### src/rtl/nmi_pkg.sv
package nmi_pkg;

  typedef enum logic [1:0] {
    ST_IDLE    = 2'd0,
    ST_QUALIFY = 2'd1,
    ST_PENDING = 2'd2,
    ST_WAIT_RL = 2'd3
  } nmi_state_e;

endpackage

### src/rtl/nmi_sync.sv
module nmi_sync #(
  parameter int STAGES      = 2,
  parameter bit ACTIVE_HIGH = 1'b1
) (
  input  logic clk,
  input  logic rst_n,
  input  logic raw_in,
  output logic lvl_out
);
  logic norm_in;
  logic [STAGES-1:0] chain_q;

  generate
    if (ACTIVE_HIGH) begin : g_pos
      assign norm_in = raw_in;
    end else begin : g_neg
      assign norm_in = ~raw_in;
    end
  endgenerate

  generate
    if (STAGES == 1) begin : g_one
      always_ff @(posedge clk or negedge rst_n) begin
        if (!rst_n) chain_q <= '0;
        else        chain_q <= norm_in;
      end
    end else begin : g_many
      always_ff @(posedge clk or negedge rst_n) begin
        if (!rst_n) chain_q <= '0;
        else        chain_q <= {chain_q[STAGES-2:0], norm_in};
      end
    end
  endgenerate

  assign lvl_out = chain_q[STAGES-1];
endmodule

### src/rtl/nmi_edge_det.sv
module nmi_edge_det (
  input  logic clk,
  input  logic rst_n,
  input  logic lvl,
  output logic rise
);
  logic prev_q;

  always_ff @(posedge clk or negedge rst_n) begin
    if (!rst_n) prev_q <= 1'b0;
    else        prev_q <= lvl;
  end

  assign rise = lvl & ~prev_q;
endmodule

### src/rtl/nmi_qual_fsm.sv
module nmi_qual_fsm
  import nmi_pkg::*;
#(
  parameter int QW = 4
) (
  input  logic          clk,
  input  logic          rst_n,
  input  logic          lvl,
  input  logic          rise,
  input  logic [QW-1:0] qual_len,
  input  logic          ack,
  output logic          qual_done,
  output logic          qual_drop,
  output nmi_state_e    state
);
  localparam int CW = QW + 1;

  // Window length in cycles; a zero setting acts as a one-cycle window.
  function automatic logic [CW-1:0] eff_len(input logic [QW-1:0] l);
    return (l == '0) ? CW'(1) : {1'b0, l};
  endfunction

  // True once the cycle being counted closes the window.
  function automatic logic window_full(input logic [CW-1:0] seen,
                                       input logic [CW-1:0] need);
    return (seen >= need);
  endfunction

  nmi_state_e state_q, state_d;
  logic [CW-1:0] cnt_q, cnt_d;
  logic [CW-1:0] need;

  assign need = eff_len(qual_len);

  always_comb begin
    state_d   = state_q;
    cnt_d     = cnt_q;
    qual_done = 1'b0;
    qual_drop = 1'b0;
    unique case (state_q)
      ST_IDLE: begin
        if (rise) begin
          if (window_full(CW'(1), need)) begin
            qual_done = 1'b1;
            state_d   = ST_PENDING;
          end else begin
            cnt_d   = CW'(1);
            state_d = ST_QUALIFY;
          end
        end
      end
      ST_QUALIFY: begin
        if (!lvl) begin
          qual_drop = 1'b1;
          cnt_d     = '0;
          state_d   = ST_IDLE;
        end else if (window_full(cnt_q + CW'(1), need)) begin
          qual_done = 1'b1;
          cnt_d     = '0;
          state_d   = ST_PENDING;
        end else begin
          cnt_d = cnt_q + CW'(1);
        end
      end
      ST_PENDING: begin
        if (!lvl)     state_d = ST_IDLE;
        else if (ack) state_d = ST_WAIT_RL;
      end
      ST_WAIT_RL: begin
        if (!lvl) state_d = ST_IDLE;
      end
      default: state_d = ST_IDLE;
    endcase
  end

  always_ff @(posedge clk or negedge rst_n) begin
    if (!rst_n) begin
      state_q <= ST_IDLE;
      cnt_q   <= '0;
    end else begin
      state_q <= state_d;
      cnt_q   <= cnt_d;
    end
  end

  assign state = state_q;
endmodule

### src/rtl/nmi_qualifier.sv
module nmi_qualifier
  import nmi_pkg::*;
#(
  parameter int SYNC_STAGES = 2,
  parameter int QW          = 4,
  parameter bit ACTIVE_HIGH = 1'b1
) (
  input  logic          clk,
  input  logic          rst_n,
  input  logic          nmi_line,
  input  logic [QW-1:0] qual_len,
  input  logic          ack,
  input  logic          clr_reject,
  output logic          nmi_req,
  output logic          pulse_rejected
);
  logic       lvl_sync;
  logic       edge_rise;
  logic       qual_done;
  logic       qual_drop;
  nmi_state_e fsm_state;
  logic       req_q;
  logic       rej_q;

  nmi_sync #(.STAGES(SYNC_STAGES), .ACTIVE_HIGH(ACTIVE_HIGH)) u_sync (
    .clk(clk), .rst_n(rst_n), .raw_in(nmi_line), .lvl_out(lvl_sync)
  );

  nmi_edge_det u_edge (
    .clk(clk), .rst_n(rst_n), .lvl(lvl_sync), .rise(edge_rise)
  );

  nmi_qual_fsm #(.QW(QW)) u_fsm (
    .clk(clk), .rst_n(rst_n), .lvl(lvl_sync), .rise(edge_rise),
    .qual_len(qual_len), .ack(ack), .qual_done(qual_done),
    .qual_drop(qual_drop), .state(fsm_state)
  );

  // Set beats clear on both sticky bits.
  always_ff @(posedge clk or negedge rst_n) begin
    if (!rst_n) begin
      req_q <= 1'b0;
      rej_q <= 1'b0;
    end else begin
      req_q <= qual_done | (req_q & ~ack);
      rej_q <= qual_drop | (rej_q & ~clr_reject);
    end
  end

  assign nmi_req        = req_q;
  assign pulse_rejected = rej_q;
endmodule

### config.mk
export PLATFORM = sky130hd
export DESIGN_NAME = nmi_qualifier
export DESIGN_NICKNAME = d
export VERILOG_FILES = /design/src/rtl/nmi_pkg.sv /design/src/rtl/nmi_sync.sv /design/src/rtl/nmi_edge_det.sv /design/src/rtl/nmi_qual_fsm.sv /design/src/rtl/nmi_qualifier.sv
export SDC_FILE = /design/constraint.sdc
export NUM_CORES = 1
export LEC_CHECK = 0
export ABC_AREA = 0
export BUFFER_PORTS_ARGS = -buffer_cell sky130_fd_sc_hd__buf_2
export CORE_UTILIZATION = 30
export DETAILED_ROUTE_END_ITERATION = 10
export PLACE_DENSITY = 0.53
export SLEW_MARGIN = 0
export SYNTH_ARGS = -nofsm -noshare
export SYNTH_HDL_FRONTEND = slang
export SYNTH_SLANG_ARGS = --single-unit
export TNS_END_PERCENT = 100
### constraint.sdc
create_clock -name clk -period 5.57 [get_ports clk]
set_input_delay 0 -clock clk [delete_from_list [all_inputs] [get_ports clk]]
set_output_delay 0 -clock clk [all_outputs]
set_load 0.01 [all_outputs]
# After elaboration in Yosys (flattened, before gate mapping)
# Cells that the tools add are included.
[word_totals]
out_inout_bits = 2
in_bits = 9
elab_cells = 51
reg_bits = 12
[op_classes]
muxes = 21
n_lt_le_gt_ge = 2
n_reduce_logical = 5
n_bitwise = 8
n_eq_ne = 8
addsub = 1
[ops]
columns = ["op", "n"]
rows = [
  ["$mux 5", 4],
  ["$mux 2", 7],
  ["$pmux 5 s2", 1],
  ["$pmux 2 s4", 1],
  ["$mux 1", 6],
  ["$ne 2x2->1 const B", 3],
  ["$add 5x1->5 const B", 1],
  ["$ge 1x5->1 const A", 1],
  ["$ge 5x5->1", 1],
  ["$eq 2x2->1 const B", 2],
  ["$logic_not 4->1", 1],
  ["$mux 4", 1],
  ["$reduce_and 4->1", 1],
  ["$and 1x1->1", 3],
  ["$ne 3x2->1 const B", 1],
  ["$ne 3x3->1 const B", 1],
  ["$not 1->1", 3],
  ["$reduce_and 3->1", 1],
  ["$eq 2x1->1 const B", 1],
  ["$logic_not 2->1", 1],
  ["$or 1x1->1", 2],
  ["$pmux 1 s2", 1],
  ["$reduce_bool 2->1", 1],
]

# Logic depth before layout (Yosys ltp)
# Gate-level depths: netlist of run 1.
[depth]
word_depth = 7
depth_mapped = 8
ltp_nobuf = 8

# Cells and area by module
# Synthesis of run 1 repeated with hierarchy kept, for this count alone.
[unflattened]
hier_cells = 67
area_unflattened_um2 = 705.7
[modules_own_cells]
columns = ["mod", "area_per_inst_um2", "seq_area_each_um2", "cells_each", "n_inst"]
rows = [
  ["nmi_qual_fsm", 544.3, 175.2, 57, 1],
  ["nmi_qualifier", 72.6, 50.0, 6, 1],
  ["nmi_sync", 50.0, 50.0, 2, 1],
  ["nmi_edge_det", 38.8, 25.0, 2, 1],
]

# Least setup slack after synthesis of run 1
# OpenSTA, ideal clock, no wires.
[synth_timing]
path_type = "register -> register"
from = "register u_fsm.cnt_q[0]"
to = "register req_q, in the netlist nmi_req"
path_stages_with_launch = 9
setup_slack_ns = 3.826
period_less_slack_ns = 1.744
n_path_buf = 0
setup_time_ns = 0.128
t_arrival_ns = 1.616
path_cell_list = "dfrtp_1 > ha_1 > nand2b_1 > nand2_1 > ha_1 > o21ai_0 > o211ai_2 > a21oi_1 > o22ai_1"
[synth_via]
elab_chain_cells = 6
[synth_lines]
columns = ["item", "line", "rtl"]
rows = [
  ["from (decl)", "nmi_qual_fsm.sv:30", "logic [CW-1:0] cnt_q, cnt_d;"],
  ["from (signal assigned)", "nmi_qual_fsm.sv:82", "cnt_q <= cnt_d;"],
  ["$add 5x1->5", "nmi_qual_fsm.sv:57", "end else if (window_full(cnt_q + CW'(1), need)) begin"],
  ["$ge 5x5->1", "nmi_qual_fsm.sv:26", "return (seen >= need);"],
  ["$mux 1", "nmi_qual_fsm.sv:57", ""],
  ["$mux 1", "nmi_qual_fsm.sv:53", "if (!lvl) begin"],
  ["$pmux 1 s2", "nmi_qual_fsm.sv:40", "unique case (state_q)"],
  ["$or 1x1->1", "nmi_qualifier.sv:45", "req_q <= qual_done | (req_q & ~ack);"],
  ["to (signal assigned)", "nmi_qualifier.sv:45", ""],
  ["to (decl)", "nmi_qualifier.sv:22", "logic req_q;"],
]
# Every way passes these cells.
# A chain may end at the register's enable or synchronous reset.

# Worst setup path in the final report of run 1
[layout_timing]
from = "register u_fsm.cnt_q[0]"
to = "register u_fsm.cnt_q[2]"
[layout_via]
elab_chain_cells = 5
[layout_lines]
columns = ["item", "line"]
rows = [
  ["$add 5x1->5 *", "nmi_qual_fsm.sv:57, nmi_qual_fsm.sv:62"],
  ["$ge 5x5->1", "nmi_qual_fsm.sv:26"],
  ["$mux 5 *", "nmi_qual_fsm.sv:57"],
  ["$mux 5 *", "nmi_qual_fsm.sv:53"],
  ["$pmux 5 s2 *", "nmi_qual_fsm.sv:40"],
]
# Mark *: on every way between the ends. The rest lies on a longest branch, timed or not.

==> flow_metrics.env, run 1 <==
export IMPL_drive_above_1_share_pct=23.38
export IMPL_end_kind="register"
export IMPL_max_slew_margin_rel_pct=71.57
export IMPL_drt_iter0_markers=3
export IMPL_via_count=470
export IMPL_drc_errors=0
export IMPL_cts_max_path_buffers=2
export IMPL_preCtsSetupSlack_ps=3650
export IMPL_tns_ps=0
export IMPL_yosys_area_top_type="dfrtp_1"
export IMPL_drt_wl_total_mm=1.086
export IMPL_antenna_found_initial=0
export IMPL_min_to="pulse_rejected"
export IMPL_grt_max_degree=13
export IMPL_arrival_ps=2110
export IMPL_antennaDiodeCount=0
export IMPL_place_gp_congestion=0.7425
export IMPL_placed_cells=97
export IMPL_outcome="finished, final reports clean"
export IMPL_cp_start_kind="register"
export IMPL_cp_max_fo=5
export IMPL_worst_pin_slew_ps=423.2
export IMPL_clock_sinks=12
export IMPL_synth_avg_cell_area_um2=10.45
export IMPL_numCtsBuffers=3
export IMPL_ff2ff_path_depth=8
export IMPL_synth_main_ff_cell="dfrtp_1"
export IMPL_async_flop_share_pct=100.0
export IMPL_syn_area_um2=626.9
export IMPL_synth_seq_cells=12
export IMPL_io_buffers=10
export IMPL_core_area_um2=1962
export IMPL_p_total_uw=286.9
export IMPL_cts_root_buffer="clkbuf_4"
export IMPL_grt_util_all_layers_pct=12.00
export IMPL_required_ps=5770
export IMPL_r2r_start="u_fsm.cnt_q[0]"
export IMPL_crit_type="register to register"
export IMPL_start_util_pct=31.95
export IMPL_finalHoldViolCount=0
export IMPL_setup_ws_ps=3663
export IMPL_hp_start="clr_reject"
export IMPL_grt_overflow=0
export IMPL_slew_violations=0
export IMPL_yosysSeqAreaShare_pct=47.90
export IMPL_grt_pass1_vias=456
export IMPL_cts_tree="done"
export IMPL_finalClockSkew_ps=11.51
export IMPL_synth_edf_count=0
export IMPL_powerDensity_nw_per_um2=369.2
export IMPL_worstSkewPairLatency_ps=270
export IMPL_firstDrtPassIters=2
export IMPL_hold_slack_ps=25.70
export IMPL_min_path_cells=3
export IMPL_setup_violations=0
export IMPL_synthCells=60
export IMPL_ff2ff_setup_slack_ps=3660
export IMPL_fp_dieArea_um2=2276
export IMPL_leakage_uw=0.0003895
export IMPL_max_cap_violations=0
export IMPL_fin_crit_ps=1907
export IMPL_grt_pass1_wl_mm=1.800
export IMPL_die_w_um=47.71
export IMPL_rsz0062_at_grt="no"
export IMPL_ant_nets=0
export IMPL_yosysTopAreaCellShare_pct=47.90
export IMPL_viasPerCell=4.519
export IMPL_finalCritPeriodShare_pct=34.23
export IMPL_nets=92
export IMPL_yosysWarnings=0
export IMPL_rows=16
export IMPL_die_h_um=47.71
export IMPL_io_pin_count=11
export IMPL_dp_hpwl_um=869.5
export IMPL_synth_fp_nets=74
export IMPL_max_freq_ghz=0.5245
export IMPL_clk_pin_slew_ps=80
export IMPL_htreeDepth=1
export IMPL_synth_cell_types=24
export IMPL_vdd_drop_max_mv=0.1025
export IMPL_layout_cells_non_filler=104
export IMPL_worstReg2RegEnd="u_fsm.cnt_q[2]"
export IMPL_syn2layout_area_growth_pct=23.95
export IMPL_wl_per_cell_um=10.44
export IMPL_synthTopCellsByArea="dfrtp_1 48%, ha_1 10%, inv_1 4.8%, a22o_1 4.2%, a211oi_1 3.6%"
export IMPL_hold_path_class="input pin to register"
[synth_stat cells, drive strengths merged (2+ instances only)]
master / n
a211oi: 4
a21oi: 2
a22o: 3
dfrtp: 12
ha: 5
inv: 8
nand2: 3
nand2b: 3
nand3: 2
nor2: 3
nor3: 4
[flip-flops by register name, indices dropped and copies added, names as in the netlist]
| register | count |
|---|---|
| u_fsm.cnt_q | 5 |
| u_fsm.state | 2 |
| u_sync.chain_q | 2 |
| nmi_req | 1 |
| pulse_rejected | 1 |
| u_edge.prev_q | 1 |
[power breakdown]
part	total, uW	switching, uW	internal [uW]
combinational	103	51.7	51.2
sequential	117	14.5	103
clock	66.9	27.2	39.7
[worst max path at each step]
stage	end	cells after the start	startpoint	slack [ps]
after floorplan	nmi_req	8	u_fsm.cnt_q[0]	3830
after global placement	u_fsm.cnt_q[2]	8	u_fsm.cnt_q[0]	3670
after detailed placement	nmi_req	8	u_fsm.cnt_q[0]	3650
after CTS	u_fsm.cnt_q[2]	8	u_fsm.cnt_q[0]	3640
after global routing	u_fsm.cnt_q[2]	8	u_fsm.cnt_q[0]	3480
final	u_fsm.cnt_q[2]	8	u_fsm.cnt_q[0]	3660
[routing by layer]
metal | wire (um) | global-route usage (%) | vias to the layer above | share of wire (%)
met4 | 26 | 12.22 | 0 | 2.4
li1 | - | - | 247 | -
met5 | 0 | 0 | - | 0
met1 | 534 | 14.25 | 215 | 49
met2 | 505 | 17.30 | 6 | 47
met3 | 19 | 2.642 | 2 | 1.7
[worst max-delay path: stages (launching register included)]
cell	delay, ps
dfrtp_1	430
ha_1	240
nand2b_1	160
nand2_1	70
ha_1	210
o21ai_0	190
o211ai_2	170
a211oi_1	270
a21o_1	110
[logic make-up after synthesis]
logic type	share of synthesized area [%]
and+or+nand+nor	16.77
AOI/OAI and AO/OA	17.76
DFF	47.90
buffers and inverters	4.791
adders and majority gates	9.980
xor gates and xnor gates	2.795
[cell usage in the layout (no fill, tap or decap), types with 2 or more instances in the layout]
| master | count |
|---|---|
| a211oi_1 | 3 |
| nand2_1 | 3 |
| clkbuf_4 | 3 |
| ha_1 | 5 |
| buf_2 | 10 |
| nor3_1 | 4 |
| dfrtp_1 | 12 |
| a22o_1 | 3 |
| nor2_1 | 3 |
| dlygate4sd3_1 | 3 |
| inv_1 | 8 |
| nand3_1 | 2 |
| a21oi_1 | 2 |
| nand2b_1 | 2 |
[stage by stage]
stage	utilization, %	cell area [um^2]
finish	39.60	777.0
global route	39.60	777.0
CTS	39.60	777.0
detailed placement	36.22	710.7
global placement	36.22	710.7
floorplan	-	626.9
[area by class of cell]
class                      instances  area, um^2
multi-input combinational         40       296.5
clock buffer                       4       36.28
timing repair buffer              13       80.08
tap                               27       33.78
sequential                        12       300.3
inverter                           8       30.03
fill                             212        1185
[repair_timing]
item,4_1_cts,5_1_grt
endpoints found under the hold margin,14,0
hold buffers,3,0
buffers inserted,0,0
endpoints found under the setup margin,0,0
resized for setup,0,0
Note: power is estimated with default switching activity, not from simulation.
==> inputs of run 2 (changes only) <==
==> constraint.sdc (replaced) <==
create_clock -name clk -period 2 [get_ports clk]
set_input_delay 0 -clock clk [delete_from_list [all_inputs] [get_ports clk]]
set_output_delay 0 -clock clk [all_outputs]
set_load 0.01 [all_outputs]
==> flow_metrics.env, run 2 (synthesis gave the netlist of run 1 again) <==
export IMPL_pwr_share_comb_pct=36.6
export IMPL_top_layer="met4"
export IMPL_start_util_pct=31.95
export IMPL_finalHoldViolCount=0
export IMPL_grt_pass1_wl_mm=1.800
export IMPL_firstDrtPassIters=4
export IMPL_final_fill_count=217
export IMPL_post_cts_repair_setup_buffers=0
export IMPL_antenna_found_initial=0
export IMPL_min_path_cells=3
export IMPL_htreeDepth=1
export IMPL_ant_nets=0
export IMPL_ff2ff_setup_slack_ps=80
export IMPL_fin_util_pct=40.18
export IMPL_core_area_um2=1962
export IMPL_clock_sinks=12
export IMPL_drc_errors=0
export IMPL_slew_violations=0
export IMPL_worstSkewPairLatency_ps=260
export IMPL_drive_above_1_share_pct=25.64
export IMPL_final_common_cell="dfrtp_1"
export IMPL_rsz0062_at_grt="yes"
export IMPL_wl_per_cell_um=11.30
export IMPL_required_ps=2160
export IMPL_max_slew_margin_rel_pct=72.97
export IMPL_met1Wirelength_um=590
export IMPL_cp_start_kind="register"
export IMPL_syn2layout_area_growth_pct=25.75
export IMPL_grt_max_degree=13
export IMPL_finalClockSkew_ps=0.5559
export IMPL_fp_dieArea_um2=2276
export IMPL_io_buffers=10
export IMPL_setup_violations=0
export IMPL_arrival_ps=2070
export IMPL_io_pin_count=11
export IMPL_antennaDiodeCount=0
export IMPL_end_kind="register"
export IMPL_worst_pin_slew_ps=404.6
export IMPL_fin_crit_ps=1918
export IMPL_cp_max_fo=5
export IMPL_vdd_drop_max_mv=0.3602
export IMPL_pwr_share_clk_pct=23.2
export IMPL_pwr_share_seq_pct=40.3
export IMPL_route_met2_wl_um=558
export IMPL_setup_ws_ps=82.03
export IMPL_grt_pass1_vias=445
export IMPL_p_total_uw=817.6
export IMPL_clk_pin_slew_ps=80
export IMPL_largest_reg_flops=5
export IMPL_cts_max_path_buffers=2
export IMPL_grt_overflow=0
export IMPL_ff2ff_path_depth=8
export IMPL_powerDensity_nw_per_um2=1037
export IMPL_hold_path_class="input pin to register"
export IMPL_max_freq_ghz=0.5214
export IMPL_viasPerCell=4.438
export IMPL_cts_tree="done"
export IMPL_swShare_pct=33.70
export IMPL_grt_util_all_layers_pct=11.51
export IMPL_leakage_uw=0.0003955
export IMPL_place_gp_congestion=0.7770
export IMPL_die_w_um=47.71
export IMPL_largest_register="u_fsm.cnt_q"
export IMPL_max_cap_violations=0
export IMPL_drt_wl_total_mm=1.187
export IMPL_tns_ps=0
export IMPL_preCtsSetupSlack_ps=96.57
export IMPL_numCtsBuffers=3
export IMPL_die_h_um=47.71
export IMPL_dp_hpwl_um=911.2
export IMPL_final_cell_mix="12 x dfrtp_1, 10 x buf_2, 8 x inv_1, 5 x ha_1, 4 x nor3_1"
export IMPL_power_internal_uw=542.1
export IMPL_rows=16
export IMPL_cts_root_buffer="clkbuf_4"
export IMPL_finalCritPeriodShare_pct=95.90
export IMPL_crit_type="register to register"
export IMPL_via_count=466
export IMPL_drt_iter0_markers=9
export IMPL_power_switching_uw=275.5
export IMPL_nets=93
export IMPL_dr_wl_met3_um=28
export IMPL_outcome="finished, final reports clean"
-- run 2: worst max-delay path, cell delays in order, from the launching register on --
cell	delay [ps]
dfrtp_1	440
ha_1	250
nand2b_1	160
nand2_1	70
ha_1	170
o21ai_0	110
o211ai_2	300
nor2_1	120
a22o_1	190
-- run 2: timing repair --
item	CTS	global route
setup endpoints to repair	0	2
endpoints found under the hold margin	14	0
hold buffers	3	0
resized for setup	0	1
-- run 2: power by group through the flow --
stage / Combinational [uW] / Sequential [uW] / Clock [uW]
5_1_grt: 327 / 335 / 214
3_5_place_dp: 295 / 332 / 0
4_1_cts: 301 / 327 / 200
2_1_floorplan: 218 / 326 / 0
3_3_place_gp: 284 / 331 / 0
6_report: 299 / 329 / 189
-- run 2: cell type report --
type	instances	area (um^2)	share of cell area, %
inverters	8	30.03	3.810
well taps	27	33.78	4.286
flip-flops and latches	12	300.3	38.10
clock buffers	4	36.28	4.603
repair buffers	14	87.58	11.11
multi-input cells	40	300.3	38.10
-- run 2: final timing paths --
check,startpoint,endpoint
max,u_fsm.cnt_q[0],u_fsm.cnt_q[1]
min,clr_reject,pulse_rejected
max reg2reg,u_fsm.cnt_q[0],u_fsm.cnt_q[1]
min reg2reg,u_sync.chain_q[0],u_sync.chain_q[1]
max in group asynchronous,rst_n,nmi_req
min in group asynchronous,rst_n,u_fsm.cnt_q[3]
-- run 2: routing by layer --
layer / vias up / global-route usage (%)
met5: - / 0
met4: 0 / 5.000
met3: 2 / 2.264
met2: 6 / 17.30
met1: 211 / 16.01
li1: 247 / -
-- run 2: stage by stage --
step / hold slack [ps] / cells / area (um^2)
final: 26.94 / 105 / 788.3
after global routing: 41.88 / 105 / 788.3
after CTS: 20.41 / 105 / 784.5
after detailed placement: -102.7 / 98 / 718.2
after global placement: -103.3 / 98 / 718.2
after floorplan: -295.6 / 60 / 626.9
==> inputs of run 3 (changes only) <==
==> constraint.sdc (replaced) <==
create_clock -name clk -period 2 [get_ports clk]
set_input_delay 0.1 -clock clk [delete_from_list [all_inputs] [get_ports clk]]
set_output_delay 0.1 -clock clk [all_outputs]
set_load 0.01 [all_outputs]
==> flow_metrics.env, run 3 (synthesis gave the netlist of run 1 again) <==
export IMPL_outcome="finished, final reports clean"
export IMPL_ff2ff_path_depth=8
export IMPL_io_pin_count=11
export IMPL_worstReg2RegEnd="u_fsm.cnt_q[1]"
export IMPL_final_fill_count=218
export IMPL_crit_type="register to register"
export IMPL_layout_cells_non_filler=104
export IMPL_htreeDepth=1
export IMPL_powerDensity_nw_per_um2=1049
export IMPL_max_cap_violations=0
export IMPL_worst_pin_slew_ps=406.1
export IMPL_cts_root_buffer="clkbuf_4"
export IMPL_leakage_uw=0.0003913
export IMPL_cts_max_path_buffers=2
export IMPL_pwr_share_comb_pct=36.5
export IMPL_hold_path_class="input pin to register"
export IMPL_cpMaxStageDelayCell="dfrtp_1"
export IMPL_finalCritPeriodShare_pct=95.82
export IMPL_numCtsBuffers=3
export IMPL_path_cells="ha_1, nand2b_1, nand2_1, ha_1, o21ai_0, o211ai_2, nor2_1, a22o_1"
export IMPL_hp_start="ack"
export IMPL_clk_pin_slew_ps=80
export IMPL_arrival_ps=2070
export IMPL_grt_pass1_wl_mm=1.773
export IMPL_dp_hpwl_um=911.2
export IMPL_min_to="nmi_req"
export IMPL_max_freq_ghz=0.5218
export IMPL_fin_util_pct=39.67
export IMPL_fin_crit_ps=1916
export IMPL_io_buffers=10
export IMPL_start_util_pct=31.95
export IMPL_final_common_cell="dfrtp_1"
export IMPL_slowest_delay_ps=440
export IMPL_startpoint="u_fsm.cnt_q[0]"
export IMPL_tns_ps=0
export IMPL_end_kind="register"
export IMPL_cpLargestDelayFamily="compound AO/OA/AOI/OAI gates"
export IMPL_cp_start_kind="register"
export IMPL_required_ps=2160
export IMPL_grt_util_all_layers_pct=11.35
export IMPL_antennaDiodeCount=0
export IMPL_viasPerCell=4.500
export IMPL_grt_overflow=0
export IMPL_slew_violations=0
export IMPL_ff2ff_setup_slack_ps=80
export IMPL_critical_path_buf_inv_count=0
export IMPL_worstSkewPairLatency_ps=260
export IMPL_max_slew_margin_rel_pct=72.87
export IMPL_power_internal_uw=540.9
export IMPL_r2r_start="u_fsm.cnt_q[0]"
export IMPL_nets=92
export IMPL_die_h_um=47.71
export IMPL_syn2layout_area_growth_pct=24.15
export IMPL_grt_pass1_vias=438
export IMPL_vdd_drop_max_mv=0.3600
export IMPL_rsz0062_at_grt="yes"
export IMPL_cp_max_fo=5
export IMPL_place_gp_congestion=0.7770
export IMPL_wl_per_cell_um=11.35
export IMPL_drt_iter0_markers=9
export IMPL_grt_max_degree=13
export IMPL_fp_dieArea_um2=2276
export IMPL_clock_sinks=12
export IMPL_antenna_found_initial=0
export IMPL_final_cell_mix="12 x dfrtp_1, 10 x buf_2, 8 x inv_1, 5 x ha_1, 4 x nor3_1"
export IMPL_cp_common_cell="ha_1"
export IMPL_post_cts_repair_setup_buffers=0
export IMPL_cts_tree="done"
export IMPL_firstDrtPassIters=4
export IMPL_via_count=468
export IMPL_largest_reg_flops=5
export IMPL_pwr_share_seq_pct=40.3
export IMPL_finalClockSkew_ps=0.5559
export IMPL_drt_wl_total_mm=1.180
export IMPL_largest_register="u_fsm.cnt_q"
export IMPL_hold_slack_ps=45.65
export IMPL_drive_above_1_share_pct=25.97
export IMPL_ant_nets=0
export IMPL_finalHoldViolCount=0
export IMPL_min_path_cells=2
export IMPL_swShare_pct=33.73
export IMPL_rows=16
export IMPL_setup_violations=0
export IMPL_die_w_um=47.71
export IMPL_pwr_share_clk_pct=23.2
export IMPL_core_area_um2=1962
export IMPL_power_switching_uw=275.3
export IMPL_drc_errors=0
export IMPL_placed_cells=98
run 3: routing by layer:
metal,global-route usage [%],up-vias,share of wire (%)
li1,-,246,-
met1,15.55,214,49
met2,17.30,6,47
met3,2.264,2,2.4
met4,5.000,0,0.85
met5,0,-,0
run 3: worst max-delay path by stage:
stage                           endpoint  cells after the start
after floorplan                  nmi_req                      8
after global placement           nmi_req                      8
after detailed placement  u_fsm.state[1]                      8
after CTS                 u_fsm.state[1]                      8
after global routing      u_fsm.cnt_q[2]                      8
final                     u_fsm.cnt_q[1]                      8
run 3: through the flow:
| stage | setup slack (ps) | power, uW | instance area, um^2 |
|---|---|---|---|
| CTS | 83.73 | 826.3 | 774.5 |
| global placement | 126.5 | 615.2 | 718.2 |
| global route | -12.51 | 874.7 | 778.2 |
| detailed placement | 96.57 | 626.9 | 718.2 |
| floorplan | 256.4 | 544.3 | 626.9 |
| finish | 83.58 | 816.1 | 778.2 |
run 3: final cells by class:
type	count	area [um^2]	share of cell area (%)
Tap cell	27	33.78	4.341
Inverter	8	30.03	3.859
Timing Repair Buffer	13	77.57	9.968
Sequential cell	12	300.3	38.59
Clock buffer	4	36.28	4.662
Multi-Input combinational cell	40	300.3	38.59
run 3: power by group through the flow:
stage / combinational (uW) / clock [uW] / sequential, uW
2_1_floorplan: 218 / 0 / 326
6_report: 298 / 189 / 329
3_5_place_dp: 295 / 0 / 332
5_1_grt: 326 / 214 / 335
4_1_cts: 299 / 200 / 327
3_3_place_gp: 284 / 0 / 331
run 3: worst reg2reg max path, delay by kind of cell, from the launching register on:
family | cells | cell delay, ps
AO/OA/AOI/OAI | 3 | 600
flip-flops | 1 | 440
AND/OR/NAND/NOR | 3 | 350
adder cells (fa/ha/maj) | 2 | 420
run 3: repair_timing:
| action | in CTS | in global routing |
|---|---|---|
| hold endpoints to repair | 13 | 0 |
| hold buffers | 2 | 0 |
| resized for setup | 0 | 1 |
| setup endpoints to repair | 0 | 2 |
